===== src/rtl/sc_rx_pkg.sv =====
package sc_rx_pkg;

    parameter int WORD_W = 9;
    localparam int DATA_W = WORD_W - 2;
    localparam int CNT_W  = $clog2(WORD_W);

    // bit WORD_W-1 holds the oldest accepted bit of the word
    localparam logic [WORD_W-1:0] FLAG_WORD  = {1'b0, {(WORD_W-2){1'b1}}, 1'b0};
    localparam logic [WORD_W-1:0] BREAK_WORD = {{(WORD_W-1){1'b1}}, 1'b0};

    typedef logic [CNT_W-1:0]  cnt_t;
    typedef logic [WORD_W-1:0] word_t;
    typedef logic [DATA_W-1:0] data_t;

    typedef enum logic [1:0] {
        W_FLAG,
        W_BREAK,
        W_DATA,
        W_BAD
    } word_kind_e;

    typedef struct packed {
        logic       valid;
        word_kind_e kind;
        data_t      data;
    } word_ev_t;

    function automatic word_kind_e classify(input word_t w);
        if (w == FLAG_WORD)                       return W_FLAG;
        if (w == BREAK_WORD)                      return W_BREAK;
        if (!w[WORD_W-1] && w[0])                 return W_DATA;
        return W_BAD;
    endfunction

    // payload travels least significant bit first, right after the start bit
    function automatic data_t payload(input word_t w);
        data_t d;
        for (int i = 0; i < DATA_W; i++) d[i] = w[WORD_W-2-i];
        return d;
    endfunction

endpackage


===== src/rtl/sc_edge_sampler.sv =====
module sc_edge_sampler
    import sc_rx_pkg::*;
(
    input  logic clk,
    input  logic rst,
    input  logic dclk,
    input  logic cm,
    input  logic ie,
    input  logic din,
    output logic bit_valid,
    output logic bit_val
);

    logic dclk_q;
    logic rise, fall;

    always_ff @(posedge clk) begin
        if (rst) dclk_q <= 1'b0;
        else     dclk_q <= dclk;
    end

    assign rise      = dclk & ~dclk_q;
    assign fall      = ~dclk & dclk_q;
    assign bit_valid = ie & (cm ? rise : fall);
    assign bit_val   = din;

    // two accepted bits are always at least two clocks apart
    a_r2_bit_spacing: assert property (@(posedge clk) disable iff (rst)
        bit_valid |=> !bit_valid);

endmodule


===== src/rtl/sc_frame_tracker.sv =====
module sc_frame_tracker
    import sc_rx_pkg::*;
(
    input  logic     clk,
    input  logic     rst,
    input  logic     bit_valid,
    input  logic     bit_val,
    output logic     in_sync,
    output word_ev_t word_ev
);

    word_t    shift_q;
    word_t    shift_n;
    cnt_t     cnt_q;
    logic     sync_q;
    word_ev_t ev_q;

    assign shift_n = {shift_q[WORD_W-2:0], bit_val};

    always_ff @(posedge clk) begin
        if (rst) begin
            shift_q <= '1;
            cnt_q   <= '0;
            sync_q  <= 1'b0;
            ev_q    <= '0;
        end else begin
            ev_q.valid <= 1'b0;
            if (bit_valid) begin
                shift_q <= shift_n;
                if (!sync_q) begin
                    if (shift_n == FLAG_WORD) begin
                        sync_q <= 1'b1;
                        cnt_q  <= '0;
                    end
                end else if (cnt_q == cnt_t'(WORD_W-1)) begin
                    cnt_q <= '0;
                    if (classify(shift_n) == W_BAD) begin
                        sync_q <= 1'b0;
                    end else begin
                        ev_q.valid <= 1'b1;
                        ev_q.kind  <= classify(shift_n);
                        ev_q.data  <= payload(shift_n);
                    end
                end else begin
                    cnt_q <= cnt_q + cnt_t'(1);
                end
            end
        end
    end

    assign in_sync = sync_q;
    assign word_ev = ev_q;

    // framing is only gained with a complete flag in the history
    a_r5_sync_on_flag: assert property (@(posedge clk) disable iff (rst)
        $rose(sync_q) |-> (shift_q == FLAG_WORD));

    // no word event is ever produced while hunting
    a_r4_event_framed: assert property (@(posedge clk) disable iff (rst)
        ev_q.valid |-> sync_q);

    // losing framing never coincides with an emitted word
    a_r9_loss_silent: assert property (@(posedge clk) disable iff (rst)
        $fell(sync_q) |-> !ev_q.valid);

endmodule


===== src/rtl/sc_sync_framer.sv =====
module sc_sync_framer
    import sc_rx_pkg::*;
(
    input  logic              clk,
    input  logic              rst,
    input  logic              dclk,
    input  logic              cm,
    input  logic              ie,
    input  logic              din,
    output logic              sync_o,
    output logic              fifo_wr_o,
    output logic [DATA_W-1:0] fifo_data_o,
    output logic              brk_o
);

    logic     bit_valid;
    logic     bit_val;
    word_ev_t ev;

    sc_edge_sampler u_sampler (
        .clk       (clk),
        .rst       (rst),
        .dclk      (dclk),
        .cm        (cm),
        .ie        (ie),
        .din       (din),
        .bit_valid (bit_valid),
        .bit_val   (bit_val)
    );

    sc_frame_tracker u_tracker (
        .clk       (clk),
        .rst       (rst),
        .bit_valid (bit_valid),
        .bit_val   (bit_val),
        .in_sync   (sync_o),
        .word_ev   (ev)
    );

    // flag words are absorbed here: they never reach either strobe
    assign fifo_wr_o   = ev.valid && (ev.kind == W_DATA);
    assign brk_o       = ev.valid && (ev.kind == W_BREAK);
    assign fifo_data_o = ev.data;

    // the write strobe never lasts two cycles
    a_r10_wr_single: assert property (@(posedge clk) disable iff (rst)
        fifo_wr_o |=> !fifo_wr_o);

    // break and write are never issued together
    a_r8_brk_excl: assert property (@(posedge clk) disable iff (rst)
        !(fifo_wr_o && brk_o));

    // writes only happen while framed
    a_r4_wr_framed: assert property (@(posedge clk) disable iff (rst)
        fifo_wr_o |-> sync_o);

    // outputs are quiet in the cycle after reset
    a_r1_reset_quiet: assert property (@(posedge clk)
        $past(rst) |-> (!fifo_wr_o && !brk_o && !sync_o));

endmodule


===== config.mk =====
export PLATFORM = sky130hd
export DESIGN_NAME = sc_sync_framer
export DESIGN_NICKNAME = d
export VERILOG_FILES = /design/src/rtl/sc_rx_pkg.sv /design/src/rtl/sc_edge_sampler.sv /design/src/rtl/sc_frame_tracker.sv /design/src/rtl/sc_sync_framer.sv
export SDC_FILE = /design/constraint.sdc
export NUM_CORES = 1
export LEC_CHECK = 0
export CORE_MARGIN = 4
export CORE_UTILIZATION = 25
export CTS_BUF_LIST = sky130_fd_sc_hd__clkbuf_2 sky130_fd_sc_hd__clkbuf_4 sky130_fd_sc_hd__clkbuf_8
export DETAILED_ROUTE_END_ITERATION = 16
export PLACE_DENSITY = 0.53
export SYNTH_ARGS = -nofsm -noshare
export SYNTH_HDL_FRONTEND = slang
export SYNTH_SLANG_ARGS = --single-unit

===== constraint.sdc =====
create_clock -name clk -period 1.68 [get_ports clk]
set_clock_uncertainty 0.2 [all_clocks]
set_input_delay 0.336 -clock clk [delete_from_list [all_inputs] [get_ports clk]]
set_output_delay 0.336 -clock clk [all_outputs]
set_load 0.005 [all_outputs]

==> results.json <==
{
  "yosys.area.top_type": "dfxtp_1",
  "synth_top_cells_by_count": "dfxtp_1 (24), a21oi_1 (10), a211o_1 (9), nand3_1 (9)",
  "core-area_um2": 4720,
  "whs_path_depth": 2,
  "dr.first_iter.drc_count": 49,
  "post_drt_wl_per_cell_um": 12.9,
  "leakage_uw": 0.000655,
  "endpoint_kind": "register",
  "insertion_delay_ns": 0.27,
  "cts_tree": "built",
  "rsz0062_at_grt": "true",
  "final_antenna_net_count": 0,
  "max-vdd-ir-drop_v": 0.000320,
  "synthArstFlopShare_pct": 0,
  "route.detailed.drc": 0,
  "grt_usage_pct": 10.3,
  "cts_buffer_depth": 2,
  "firstDrtPassIters": 4,
  "antenna_found_initial": 0,
  "startpoint_type": "register",
  "fin_crit_sh_pct": 101,
  "yosys_warnings": 0,
  "max_cap_violations": 0,
  "synth_seq_area_share_pct": 39.4,
  "final_cell_area_um2": 1720,
  "fillers": 464,
  "antenna_cells": 0,
  "rows": 25,
  "clkTransAtPathRegs_ns": 0.09,
  "layout-drive-gt1-share_pct": 47.8,
  "outcome": "finished with violations",
  "fp.dieW_um": 77.9,
  "hold_class": "register to register",
  "utilization_pct": 36.4,
  "highest_layer": "met4",
  "io_buffers": 15,
  "initial_utilization_pct": 25.8,
  "routabilityCongestion": 0.789,
  "syn_to_final_growth_pct": 41.0,
  "cts_hold_buf": 0,
  "dieArea_um2": 6060,
  "cp-startpoint": "u_tracker.cnt_q[1]",
  "syn_area_um2": 1220,
  "power.total_uw": 1160,
  "io-pin-count": 16,
  "die_h_um": 77.9,
  "fin_ws_ns": -0.0189,
  "critical_path_required_ns": 1.62,
  "max_slew_margin_pct": 78.9,
  "syn_inst": 128,
  "holdWs_ns": 0.277,
  "hp-start": "u_tracker.word_ev[0]",
  "p_per_area_nw_per_um2": 677,
  "grt_max_degree": 17,
  "min_to": "u_tracker.word_ev[0]",
  "yosysUniqueCellTypes": 39,
  "violations": "negative setup slack",
  "slew_violations": 0,
  "grt-ovfl-total": 0,
  "syn_avg_cell_area_um2": 9.53,
  "nets": 170,
  "drt-met1-wl_um": 1500,
  "fmax_ghz": 0.589,
  "worst_pin_slew_ns": 0.314,
  "cp_max_fo": 7,
  "netlist.area_leader.share_pct": 39.4,
  "cts_root_buffer": "clkbuf_8",
  "r2r-end": "u_tracker.word_ev[7]",
  "placed_cells": 222,
  "place_hpwl_um": 2200,
  "grt_first_pass_wirelength_um": 5040,
  "ys.flop_type": "dfxtp_1",
  "totalWireLength_um": 2940,
  "worstSetupPathType": "register to register",
  "cts.sinks": 24,
  "wl_met2_um": 1310,
  "setup_viol": 1,
  "r2r-start": "u_tracker.cnt_q[1]",
  "min_period_ns": 1.70,
  "finalHoldViolations": 0,
  "synthesis.nets": 136,
  "place_area_um2": 1550,
  "viasPerCell": 4.62,
  "synth.area.top_cells": "dfxtp_1 (39%), a211o_1 (6.5%), buf_4 (4.9%)",
  "numCtsBuffers": 3,
  "fin_cells": 228,
  "grt_pass1_vias": 1060,
  "ys_seq_elements": 24,
  "r2r_setup_slack_ns": -0.02,
  "wl_met3_um": 80,
  "cp.arrival_ns": 1.64,
  "yosysMostFrequentCell": "dfxtp_1",
  "num_vias": 1053,
  "synth_edf_count": 0,
  "reg2reg_depth": 7,
  "htreeDepth": 1
}
[cells in the final DEF (no fill, tap or decap), types with 2 or more instances in the layout]
cell type,count
buf_4,24
dfxtp_1,16
a21oi_2,10
a211o_1,9
clkdlybuf4s50_1,9
o21ai_0,8
dfxtp_2,8
and3_2,7
nor2_1,6
nand3_2,6
dlygate4sd2_1,5
nand2_1,4
clkbuf_8,4
inv_1,3
nand3_1,3
a21oi_1,3
inv_2,2
and4b_2,2
nor2b_1,2
nor3_1,2
a22o_1,2
buf_6,2
[critical path: stages, from the launching register on]
cell,delay [ns]
dfxtp_2,0.33
inv_2,0.06
ha_4,0.13
and4b_2,0.28
a21boi_4,0.24
buf_6,0.16
buf_6,0.09
a311oi_2,0.06
[cells by family (layout without fill, tap and decap cells)]
logic type | count (synthesis) | count (layout) | synth area share, %
buffers and inverters | 17 | 50 | 8.82
AO/OA/AOI/OAI | 43 | 43 | 27.0
flip-flops | 24 | 24 | 39.4
AND/OR/NAND/NOR | 42 | 42 | 22.8
adder cells (fa/ha/maj) | 2 | 2 | 2.05
[stage by stage]
step           setup slack [ns]  TNS (ns)
2_1_floorplan            0.0656         0
3_3_place_gp             -0.475     -8.76
3_5_place_dp             -0.483     -9.80
4_1_cts                -0.00151  -0.00151
5_1_grt                 -0.0651    -0.481
6_report                -0.0189   -0.0189
[report_power, final]
group	internal [uW]	leakage [uW]	switching, uW	total (uW)
combinational	83.7	0.000428	96.9	181
clock	209	0.0000288	186	395
sequential	581	0.000199	7.09	588
[sequential cells by signal (all words and copies together), names as in the netlist]
register,flops
u_sampler.dclk_q,1
u_tracker.shift_q,8
u_tracker.cnt_q,4
u_tracker.word_ev,10
u_tracker.in_sync,1
[routing by layer]
metal / vias to the layer above / global-route usage [%]
met1: 486 / 14.1
li1: 540 / -
met2: 23 / 15.6
met5: - / 0
met3: 4 / 1.62
met4: 0 / 5.34
[worst max path at each step]
stage | end | cells past startpoint
after floorplan | u_tracker.word_ev[7] | 6
after global placement | u_tracker.word_ev[7] | 5
after detailed placement | u_tracker.word_ev[7] | 5
after CTS | u_tracker.word_ev[5] | 7
after global routing | u_tracker.word_ev[4] | 7
final | u_tracker.word_ev[7] | 7
[timing repair]
action | 4_1_cts | 5_1_grt
gates cloned | 0 | 0
pin swaps | 7 | 9
buffers inserted | 1 | 1
resized for setup | 24 | 17
setup endpoints to repair | 24 | 16
[layout make-up]
| type | instances | area (um^2) | share of cell area, % |
|---|---|---|---|
| Sequential cell | 24 | 490 | 28.5 |
| Timing Repair Buffer | 41 | 347 | 20.1 |
| Multi-Input combinational cell | 87 | 726 | 42.2 |
| Clock buffer | 4 | 55.1 | 3.20 |
| Inverter | 5 | 18.8 | 1.09 |
| Tap cell | 67 | 83.8 | 4.87 |
No activity file was read; power rests on OpenSTA's default activity.
